[src/rtl/foldPkg.sv]
package foldPkg;

  // Strobes from the select pipeline to the correction datapath.
  typedef struct packed {
    logic selHi;
    logic selLo;
  } foldSel_t;

endpackage

[src/rtl/foldCount.sv]
module foldCount #(
  parameter int OUT_W = 8
) (
  input  logic [OUT_W:0] inSum,
  input  logic [OUT_W:0] inCarry,
  output logic [1:0]     countRaw
);

  logic halfSum;
  logic halfCarry;

  // Both bits weigh 2^OUT_W; the carry bit above them weighs twice that.
  assign halfSum   = inSum[OUT_W] ^ inCarry[OUT_W-1];
  assign halfCarry = inSum[OUT_W] & inCarry[OUT_W-1];

  assign countRaw = {halfCarry | inCarry[OUT_W], halfSum};

endmodule

[src/rtl/foldSelPipe.sv]
module foldSelPipe
  import foldPkg::*;
#(
  parameter int DELAY = 3
) (
  input  logic     clk,
  input  logic     rst_n,
  input  logic [1:0] countRaw,
  output foldSel_t sel
);

  generate
    if (DELAY == 0) begin : g_direct
      assign sel.selLo = countRaw[0];
      assign sel.selHi = countRaw[1];
    end else begin : g_stages
      logic [1:0] stage [DELAY];

      always_ff @(posedge clk or negedge rst_n) begin
        if (!rst_n) begin
          for (int i = 0; i < DELAY; i++) stage[i] <= 2'b00;
        end else begin
          stage[0] <= countRaw;
          for (int i = 1; i < DELAY; i++) stage[i] <= stage[i-1];
        end
      end

      assign sel.selLo = stage[DELAY-1][0];
      assign sel.selHi = stage[DELAY-1][1];
    end
  endgenerate

endmodule

[src/rtl/foldDatapath.sv]
module foldDatapath
  import foldPkg::*;
#(
  parameter int OUT_W = 8
) (
  input  logic [OUT_W:0]   inSum,
  input  logic [OUT_W:0]   inCarry,
  input  logic [OUT_W-1:0] constOne,
  input  logic [OUT_W-1:0] constTwo,
  input  logic [OUT_W-1:0] constThree,
  input  foldSel_t         sel,
  output logic [OUT_W-1:0] outSum,
  output logic [OUT_W-1:0] outCarry
);

  logic [OUT_W-1:0] pickLow;
  logic [OUT_W-1:0] pickHigh;
  logic [OUT_W-1:0] corr;

  // First level on the low count bit, second level on the high bit.
  assign pickLow  = sel.selLo ? constOne   : '0;
  assign pickHigh = sel.selLo ? constThree : constTwo;
  assign corr     = sel.selHi ? pickHigh   : pickLow;

  // Position 0 has no incoming carry bit: half adder.
  assign outSum[0]   = inSum[0] ^ corr[0];
  assign outCarry[0] = inSum[0] & corr[0];

  // Positions above take sum bit i, carry bit i-1 and correction bit i.
  generate
    for (genvar i = 1; i < OUT_W; i++) begin : g_fa
      logic a;
      logic b;
      logic c;
      assign a           = inSum[i];
      assign b           = inCarry[i-1];
      assign c           = corr[i];
      assign outSum[i]   = a ^ b ^ c;
      assign outCarry[i] = (a & b) | (a & c) | (b & c);
    end
  endgenerate

endmodule

[src/rtl/foldCompressor.sv]
module foldCompressor
  import foldPkg::*;
#(
  parameter int OUT_W = 8,
  parameter int DELAY = 3
) (
  input  logic             clk,
  input  logic             rst_n,
  input  logic [OUT_W:0]   inSum,
  input  logic [OUT_W:0]   inCarry,
  input  logic [OUT_W-1:0] constOne,
  input  logic [OUT_W-1:0] constTwo,
  input  logic [OUT_W-1:0] constThree,
  output logic [OUT_W-1:0] outSum,
  output logic [OUT_W-1:0] outCarry
);

  logic [1:0] countRaw;
  foldSel_t   sel;

  foldCount #(.OUT_W(OUT_W)) i_count (
    .inSum   (inSum),
    .inCarry (inCarry),
    .countRaw(countRaw)
  );

  foldSelPipe #(.DELAY(DELAY)) i_selPipe (
    .clk     (clk),
    .rst_n   (rst_n),
    .countRaw(countRaw),
    .sel     (sel)
  );

  foldDatapath #(.OUT_W(OUT_W)) i_datapath (
    .inSum     (inSum),
    .inCarry   (inCarry),
    .constOne  (constOne),
    .constTwo  (constTwo),
    .constThree(constThree),
    .sel       (sel),
    .outSum    (outSum),
    .outCarry  (outCarry)
  );

endmodule

[config.mk]
export PLATFORM = sky130hd
export DESIGN_NAME = foldCompressor
export DESIGN_NICKNAME = d
export VERILOG_FILES = /design/src/rtl/foldPkg.sv /design/src/rtl/foldCount.sv /design/src/rtl/foldSelPipe.sv /design/src/rtl/foldDatapath.sv /design/src/rtl/foldCompressor.sv
export SDC_FILE = /design/constraint.sdc
export NUM_CORES = 1
export LEC_CHECK = 0
export BUFFER_PORTS_ARGS = -buffer_cell sky130_fd_sc_hd__buf_2
export CORE_AREA = 3 3 43 45
export DETAILED_ROUTE_END_ITERATION = 8
export DIE_AREA = 0 0 46 48
export HOLD_SLACK_MARGIN = 0.15
export PLACE_DENSITY = 0.83
export SLEW_MARGIN = 20
export SYNTH_ARGS = -nofsm -noshare
export SYNTH_HDL_FRONTEND = slang
export SYNTH_SLANG_ARGS = --single-unit
[constraint.sdc]
create_clock -name clk -period 5.1 [get_ports clk]
set_clock_uncertainty 0.15 [all_clocks]
set_input_delay 1.53 -clock clk [delete_from_list [all_inputs] [get_ports clk]]
set_output_delay 1.53 -clock clk [all_outputs]
set_load 0.005 [all_outputs]
==> results_dict.tcl, run 1 <==
set metrics [dict create \
    outcome "finished, final reports clean" \
    layout_commonest_cell "buf_2" \
    critPathCaptureType "output port" \
    final_nets 151 \
    io_pins 60 \
    die_y_um 48 \
    htreeDepth 1 \
    finalWirelength_mm 1.467 \
    hold_start "i_selPipe.g_stages.stage[2]$_DFF_PN0_" \
    p_per_area_nw_per_um2 205.2 \
    setup.worst_path.class "in2out" \
    p_leak_uw 0.0004691 \
    drv_slew 0 \
    setup_violations 0 \
    syn_nets 90 \
    ys_seq_elements 6 \
    final_cell_mix "buf_2 (59), a22o_1 (7), fa_1 (7), mux2_2 (6), dfrtp_1 (6)" \
    holdWs_ns 0.1943 \
    track_usage_pct 13.09 \
    dp_hpwl_mm 1.321 \
    final_util_pct 55.32 \
    drt_iter0_drc 1 \
    dr_total_vias 542 \
    arrival_ns 2.70 \
    rsz0062_at_grt "false" \
    clkTransAtPathRegs_ns 0.05 \
    ys.warnings.count 0 \
    initial_core_util_pct 34.30 \
    max_cap_viol_count 0 \
    worst-r2r-cell-count 0 \
    start_kind "primary input" \
    worstHoldEndpoint "i_selPipe.sel[0]$_DFF_PN0_" \
    synth_area_um2 516.7 \
    critPathMaxFanout 1 \
    r2r_end "i_selPipe.sel[1]$_DFF_PN0_" \
    antenna_cells 0 \
    seq_area_frac_synth_pct 29.06 \
    routabilityCongestion 0.6019 \
    design.die.area_um2 2208 \
    dieWidth_um 46 \
    fmax_mhz 228.4 \
    hold_viol_final 0 \
    wire_per_inst_um 13.10 \
    drt_pass1_iterations 2 \
    postSynthCellCount 37 \
    worstMarginPinSlew_ns 0.4722 \
    cts_tree "yes" \
    antenna_found_initial 0 \
    drive_gt1_share_pct 72.92 \
    vdd_ir_drop_max_mv 0.1128 \
    relSlewSlack_pct 68.46 \
    finalCritPeriodShare_pct 85.85 \
    setup_tns_ns 0 \
    yosysUniqueCellTypes 12 \
    route.detailed.drc 0 \
    hold_class "reg2reg" \
    first_global_vias 554 \
    clockRootBuffer "clkbuf_4" \
    ctsLongestPathBuffers 2 \
    viasPerCell 4.839 \
    grt_first_pass_wirelength_mm 2.063 \
    postCtsSetupRepairBufs 0 \
    grt_max_degree 11 \
    area_growth_pct 61.26 \
    numCtsBuffers 3 \
    rows 14 \
    rrSetupSlack_ns 4.48 \
    postRouteAntennaNets 0 \
    clk_latency_ns 0.24 \
    min_period_ns 4.378 \
    cts_sinks 6 \
    synth_area_per_cell_um2 13.97 \
    core_um2 1506 \
    r2r_start "i_selPipe.g_stages.stage[3]$_DFF_PN0_" \
    hold_buffers 0 \
    holdPathStages 0 \
    io_buffers 59 \
    overflow 0 \
    required_ns 3.42 \
    ctsResizeCount 0 \
]
metrics by stage:
step,cells,cell area [um^2],total power [uW],setup WS (ns)
4_1_cts,112,833.3,175.2,0.7169
3_3_place_gp,109,810.8,127.1,0.7275
5_1_grt,112,833.3,187.3,0.7040
6_report,112,833.3,171.0,0.7216
2_1_floorplan,37,516.7,93.16,0.9210
3_5_place_dp,109,810.8,130.7,0.7207
critical path, stage by stage:
cell and delay (ns):
buf_2 0.10, mux2_4 0.26, a22o_1 0.24, fa_1 0.47
buf_2 0.10
worst max path at each step:
stage	startpoint	end	cells after the start
floorplan	constTwo[3]	outSum[3]	3
global placement	constTwo[3]	outSum[3]	5
detailed placement	constTwo[3]	outSum[3]	5
CTS	constTwo[3]	outSum[3]	5
global route	constTwo[3]	outSum[3]	5
finish	constTwo[3]	outSum[3]	5
area by class of cell:
| type | count | area (um^2) |
|---|---|---|
| repair buffers | 59 | 295.3 |
| flip-flops and latches | 6 | 150.1 |
| well taps | 16 | 20.02 |
| multi-input cells | 28 | 345.3 |
| fillers | 143 | 673.1 |
| clock buffers | 3 | 22.52 |
layer usage:
metal / up-vias / routed length (um) / GRT usage, %
met5: - / 0 / 0
met2: 38 / 784 / 26.92
met4: 0 / 0 / 7.955
met1: 252 / 414 / 10.53
met3: 0 / 268 / 3.759
li1: 252 / - / -
state kept, by name, summed over array words and instances (netlist names):
| name | cells |
|---|---|
| i_selPipe.sel | 2 |
| i_selPipe.g_stages.stage | 4 |
power by group:
| part | total, uW | internal, uW | leakage, uW | switching, uW |
|---|---|---|---|---|
| sequential | 56.5 | 51.6 | 0.0000679 | 4.90 |
| clock | 43.2 | 26.6 | 0.0000138 | 16.6 |
| combinational | 71.3 | 43.6 | 0.000387 | 27.7 |
| total | 171 | 122 | 0.000469 | 49.2 |
synth_stat cells:
cell type	instances	area share [%]
a22o_1	7	12
buf_2	2	1.9
buf_6	1	2.2
dfrtp_1	6	29
fa_1	7	27
ha_1	2	4.8
mux2_2	6	13
mux2_4	1	2.9
mux2i_1	2	3.9
nand2_1	1	0.73
nor2b_1	1	1.2
or2_2	1	1.2
cells by family after synthesis:
group	count (synthesis)	synth area share, %
buffers and inverters	3	4.116
adder cells (fa/ha/maj)	9	31.96
AO/OA/AOI/OAI	7	11.86
AND/OR/NAND/NOR	3	3.149
flip-flops	6	29.05
multiplexers	9	19.85
Note: power is estimated with default switching activity, not from simulation.
==> run 2, diff against run 1 <==
--- a/config.mk
+++ b/config.mk
@@ -10,7 +10,7 @@
 export DETAILED_ROUTE_END_ITERATION = 8
 export DIE_AREA = 0 0 46 48
 export HOLD_SLACK_MARGIN = 0.15
-export PLACE_DENSITY = 0.83
+export PLACE_DENSITY = 0.8
 export SLEW_MARGIN = 20
 export SYNTH_ARGS = -nofsm -noshare
 export SYNTH_HDL_FRONTEND = slang
==> run 2 against run 1 <==
Effect of this change:
- hold slack improved by 0.00082 ns
- non-clock buffer count unchanged
- core utilization unchanged
- flip-flop and latch count unchanged
- die area is the same
- via count fell by 1.1%
- clock-buffer cell count unchanged
- wire length decreased by 6.1%
- power fell by 2.1%
==> results_dict.tcl, run 2 (synthesis results as in run 1) <==
set metrics [dict create \
    min_period_ns 4.372 \
    first_global_vias 572 \
    final_area_um2 833.3 \
    critPathMaxFanout 1 \
    io_pins 60 \
    ctsLongestPathBuffers 2 \
    setup_tns_ns 0 \
    die_y_um 48 \
    dpl_cell_area_um2 810.8 \
    hold_class "reg2reg" \
    path_delay_family "adder cells" \
    max_cap_viol_count 0 \
    ctsResizeCount 0 \
    setup_violations 0 \
    critPathMostFrequentCell "buf_2" \
    viasPerCell 4.786 \
    arrival_ns 2.69 \
    finalNonFillerCells 112 \
    hold_buffers 0 \
    regMostFlops "i_selPipe.g_stages.stage" \
    seqPwrFrac_pct 33.8 \
    htreeDepth 1 \
    drv_slew 0 \
    required_ns 3.42 \
    start_kind "primary input" \
    numCtsBuffers 3 \
    drive_gt1_share_pct 72.92 \
    core_um2 1506 \
    fillers 150 \
    area_growth_pct 61.26 \
    combPwrFrac_pct 41.7 \
    route.detailed.drc 0 \
    setup.worst_path.class "in2out" \
    drt_iter0_drc 7 \
    design.die.area_um2 2208 \
    overflow 0 \
    regArea_um2 150.1 \
    antenna_found_initial 0 \
    initial_core_util_pct 34.30 \
    antenna_cells 0 \
    clk_latency_ns 0.23 \
    critPathCaptureType "output port" \
    layout_commonest_cell "buf_2" \
    grt_first_pass_wirelength_mm 2.104 \
    final_cell_mix "buf_2 (59), a22o_1 (7), fa_1 (7), mux2_2 (6), dfrtp_1 (6)" \
    p_switching_uw 46.74 \
    fmax_mhz 228.7 \
    multi_input_area_um2 345.3 \
    vdd_ir_drop_max_mv 0.1099 \
    p_per_area_nw_per_um2 201.0 \
    dr_total_vias 536 \
    finalCritPeriodShare_pct 85.73 \
    clockRootBuffer "clkbuf_4" \
    finalWirelength_mm 1.377 \
    largest_reg_flops 4 \
    crit_path_max_incr_delay_ns 0.47 \
    relSlewSlack_pct 67.52 \
    p_sw_share_pct 27.91 \
    rsz0062_at_grt "false" \
    hold_viol_final 0 \
    cts_tree "yes" \
    worstMarginPinSlew_ns 0.4862 \
    wire_per_inst_um 12.29 \
    dieWidth_um 46 \
    p_leak_uw 0.0004691 \
    final_nets 151 \
    crit_slowest_cell "fa_1" \
    clkTransAtPathRegs_ns 0.04 \
    postRouteAntennaNets 0 \
    routabilityCongestion 0.6220 \
    grt_max_degree 11 \
    p_int_uw 120.7 \
    dpl.cell_count 109 \
    path_cells "buf_2 > mux2_4 > a22o_1 > fa_1 > buf_2" \
    track_usage_pct 13.16 \
    postCtsSetupRepairBufs 0 \
    cp_num_buf_inv 2 \
    rows 14 \
    power_frac_clock_pct 24.6 \
    outcome "finished, final reports clean" \
    io_buffers 59 \
    dp_hpwl_mm 1.262 \
    cts_sinks 6 \
    drt_pass1_iterations 4 \
]
[run 2: cell counts in the layout (fill, tap and decap cells not counted)]
No cell type changed its count.
[run 2: per-stage QoR]
step / hold WS, ns / util, % / worst slack [ns] / total power, uW
5_1_grt: 0.2101 / 55.32 / 0.6808 / 187.1
2_1_floorplan: 0.1812 / - / 0.9210 / 93.16
3_3_place_gp: 0.1825 / 53.82 / 0.7240 / 126.6
6_report: 0.1951 / 55.32 / 0.7277 / 167.5
3_5_place_dp: 0.1887 / 53.82 / 0.7237 / 129.1
4_1_cts: 0.1983 / 55.32 / 0.7212 / 172.9
[run 2: path summary, 6_finish.rpt]
path	to	startpoint	cells past startpoint	slack (ns)
max in group asynchronous	i_selPipe.g_stages.stage[2]$_DFF_PN0_	rst_n	1	3.70
hold reg to reg	i_selPipe.g_stages.stage[2]$_DFF_PN0_	i_selPipe.g_stages.stage[4]$_DFF_PN0_	0	0.20
hold / removal	i_selPipe.g_stages.stage[2]$_DFF_PN0_	i_selPipe.g_stages.stage[4]$_DFF_PN0_	0	0.20
setup reg to reg	i_selPipe.g_stages.stage[3]$_DFF_PN0_	i_selPipe.g_stages.stage[5]$_DFF_PN0_	0	4.48
setup / recovery	outSum[3]	constTwo[3]	5	0.73
min in group asynchronous	i_selPipe.g_stages.stage[5]$_DFF_PN0_	rst_n	1	0.96
[run 2: power groups by stage]
stage	logic [uW]	registers (uW)	clock network, uW
finish	69.8	56.5	41.1
detailed placement	71.8	57.3	0
floorplan	40.0	53.2	0
CTS	72.0	56.7	44.2
global route	82.9	57.5	46.8
global placement	69.3	57.3	0
[run 2: final cells by class]
| cell class | count | area share [%] |
|---|---|---|
| multi-input combinational | 28 | 41.44 |
| tap | 16 | 2.402 |
| timing repair buffer | 59 | 35.44 |
| clock buffer | 3 | 2.703 |
| sequential | 6 | 18.02 |
[run 2: per-layer routing]
metal / share of wire, % / global-route usage [%] / vias up
met2: 51 / 25.82 / 38
met1: 30 / 12.79 / 247
met3: 19 / 3.759 / 0
met5: 0 / 0 / -
li1: - / - / 251
met4: 0 / 5.114 / 0
==> run 3, diff against run 2 <==
--- a/config.mk
+++ b/config.mk
@@ -6,11 +6,11 @@
 export NUM_CORES = 1
 export LEC_CHECK = 0
 export BUFFER_PORTS_ARGS = -buffer_cell sky130_fd_sc_hd__buf_2
-export CORE_AREA = 3 3 43 45
+export CORE_AREA = 3 3 47 49
 export DETAILED_ROUTE_END_ITERATION = 8
-export DIE_AREA = 0 0 46 48
-export HOLD_SLACK_MARGIN = 0.15
-export PLACE_DENSITY = 0.8
+export DIE_AREA = 0 0 50 52
+export HOLD_SLACK_MARGIN = 0.08
+export PLACE_DENSITY = 0.71
 export SLEW_MARGIN = 20
 export SYNTH_ARGS = -nofsm -noshare
 export SYNTH_HDL_FRONTEND = slang
==> constraint.sdc (replaced) <==
create_clock -name clk -period 3.79 [get_ports clk]
set_clock_uncertainty 0.15 [all_clocks]
set_input_delay 1.137 -clock clk [delete_from_list [all_inputs] [get_ports clk]]
set_output_delay 1.137 -clock clk [all_outputs]
set_load 0.005 [all_outputs]
==> run 3 against run 2 <==
Effect of this change:
- hold slack worse by 0.0013 ns
- critical path depth unchanged
- non-clock buffer count unchanged
- sequential power grew 35%
- power is 36% higher
- sequential share of layout area decreased by 0.29 points
- wire length is 0.80% lower
- register-to-register slack lost 1.3 ns
- via count is 1.3% lower
- clock power rose by 41%
- cell count is 9.8% higher
- flip-flop and latch count did not move
==> results_dict.tcl, run 3 (synthesis results as in run 1) <==
set metrics [dict create \
    vdd_ir_drop_max_mv 0.2269 \
    dr_total_vias 529 \
    io_pins 60 \
    worstMarginPinSlew_ns 0.4830 \
    hold_class "reg2reg" \
    route.detailed.drc 0 \
    max_cap_viol_count 0 \
    htreeDepth 1 \
    p_per_area_nw_per_um2 269.5 \
    layout_commonest_cell "buf_2" \
    arrival_ns 2.30 \
    die_y_um 52 \
    critPathCaptureType "output port" \
    dieWidth_um 50 \
    core_um2 1902 \
    io_buffers 59 \
    antenna_found_initial 0 \
    start_kind "primary input" \
    area_growth_pct 63.92 \
    critPathMaxFanout 1 \
    setup_tns_ns 0 \
    setup_violations 0 \
    ctsLongestPathBuffers 2 \
    grt_first_pass_wirelength_mm 2.097 \
    clockRootBuffer "clkbuf_4" \
    pre_cts_slack_ns 0.2026 \
    final_cell_mix "buf_2 (59), a22o_1 (7), fa_1 (7), mux2_2 (6), dfrtp_1 (6)" \
    finalWorstSetupSlack_ns 0.2055 \
    numCtsBuffers 3 \
    p_leak_uw 0.0004691 \
    finalWirelength_mm 1.366 \
    required_ns 2.50 \
    outcome "finished, final reports clean" \
    hold_buffers 0 \
    overflow 0 \
    hold_viol_final 0 \
    viasPerCell 4.301 \
    cts_sinks 6 \
    drt_iter0_drc 2 \
    postCtsSetupRepairBufs 0 \
    antenna_cells 0 \
    fmax_mhz 279.0 \
    clk_latency_ns 0.24 \
    initial_core_util_pct 27.17 \
    clkTransAtPathRegs_ns 0.04 \
    final_nets 151 \
    cts_tree "yes" \
    routabilityCongestion 0.5713 \
    first_global_vias 501 \
    finalCritPeriodShare_pct 94.58 \
    largest_reg_flops 4 \
    drv_slew 0 \
    regMostFlops "i_selPipe.g_stages.stage" \
    wire_per_inst_um 11.11 \
    track_usage_pct 10.57 \
    relSlewSlack_pct 67.73 \
    rsz0062_at_grt "false" \
    drive_gt1_share_pct 72.92 \
    min_period_ns 3.584 \
    grt_max_degree 11 \
    postRouteAntennaNets 0 \
    design.die.area_um2 2600 \
    ctsResizeCount 0 \
    final_util_pct 44.54 \
    setup.worst_path.class "in2out" \
    drt_pass1_iterations 2 \
    rows 16 \
]
run 3: cell counts in the layout (fill, tap and decap cells not counted):
No cell type changed its count.
run 3: final cells by class:
cell class                 count  area, um^2
fill                         192        1055
multi-input combinational     28       345.3
timing repair buffer          59       295.3
sequential                     6       150.1
tap                           27       33.78
clock buffer                   3       22.52
run 3: stage by stage:
stage | power, uW | instance area, um^2 | std cells | hold slack (ns)
floorplan | 125.4 | 516.7 | 37 | 0.1812
global placement | 169.8 | 824.5 | 120 | 0.1816
detailed placement | 173.8 | 824.5 | 120 | 0.1862
CTS | 233.1 | 847.1 | 123 | 0.1961
global route | 250.1 | 847.1 | 123 | 0.2049
finish | 228.3 | 847.1 | 123 | 0.1938
run 3: critical path: stages:
cell	delay (ns)
buf_2	0.10
mux2_4	0.26
a22o_1	0.24
fa_1	0.47
buf_2	0.10
run 3: path summary, 6_finish.rpt:
| path | start | to | slack (ns) | depth (start not counted) |
|---|---|---|---|---|
| max | constTwo[3] | outSum[3] | 0.21 | 5 |
| min | i_selPipe.g_stages.stage[4]$_DFF_PN0_ | i_selPipe.g_stages.stage[2]$_DFF_PN0_ | 0.19 | 0 |
| max reg2reg | i_selPipe.g_stages.stage[2]$_DFF_PN0_ | i_selPipe.sel[0]$_DFF_PN0_ | 3.17 | 0 |
| min reg2reg | i_selPipe.g_stages.stage[4]$_DFF_PN0_ | i_selPipe.g_stages.stage[2]$_DFF_PN0_ | 0.19 | 0 |
| max in group asynchronous | rst_n | i_selPipe.sel[0]$_DFF_PN0_ | 2.79 | 1 |
| min in group asynchronous | rst_n | i_selPipe.g_stages.stage[2]$_DFF_PN0_ | 0.56 | 1 |
run 3: where the power goes:
| part | total [uW] | switching (uW) | internal, uW | leakage (uW) |
|---|---|---|---|---|
| sequential | 76.0 | 6.58 | 69.5 | 0.0000679 |
| combinational | 94.5 | 36.7 | 57.8 | 0.000387 |
| clock | 57.8 | 22.1 | 35.8 | 0.0000138 |
| total | 228 | 65.3 | 163 | 0.000469 |
run 3: routing by layer:
layer	vias up	wire (um)	global-route usage (%)
li1	252	-	-
met1	235	456	10.71
met2	42	669	18.04
met3	0	240	6.590
met4	0	0	2.765
met5	-	0	0
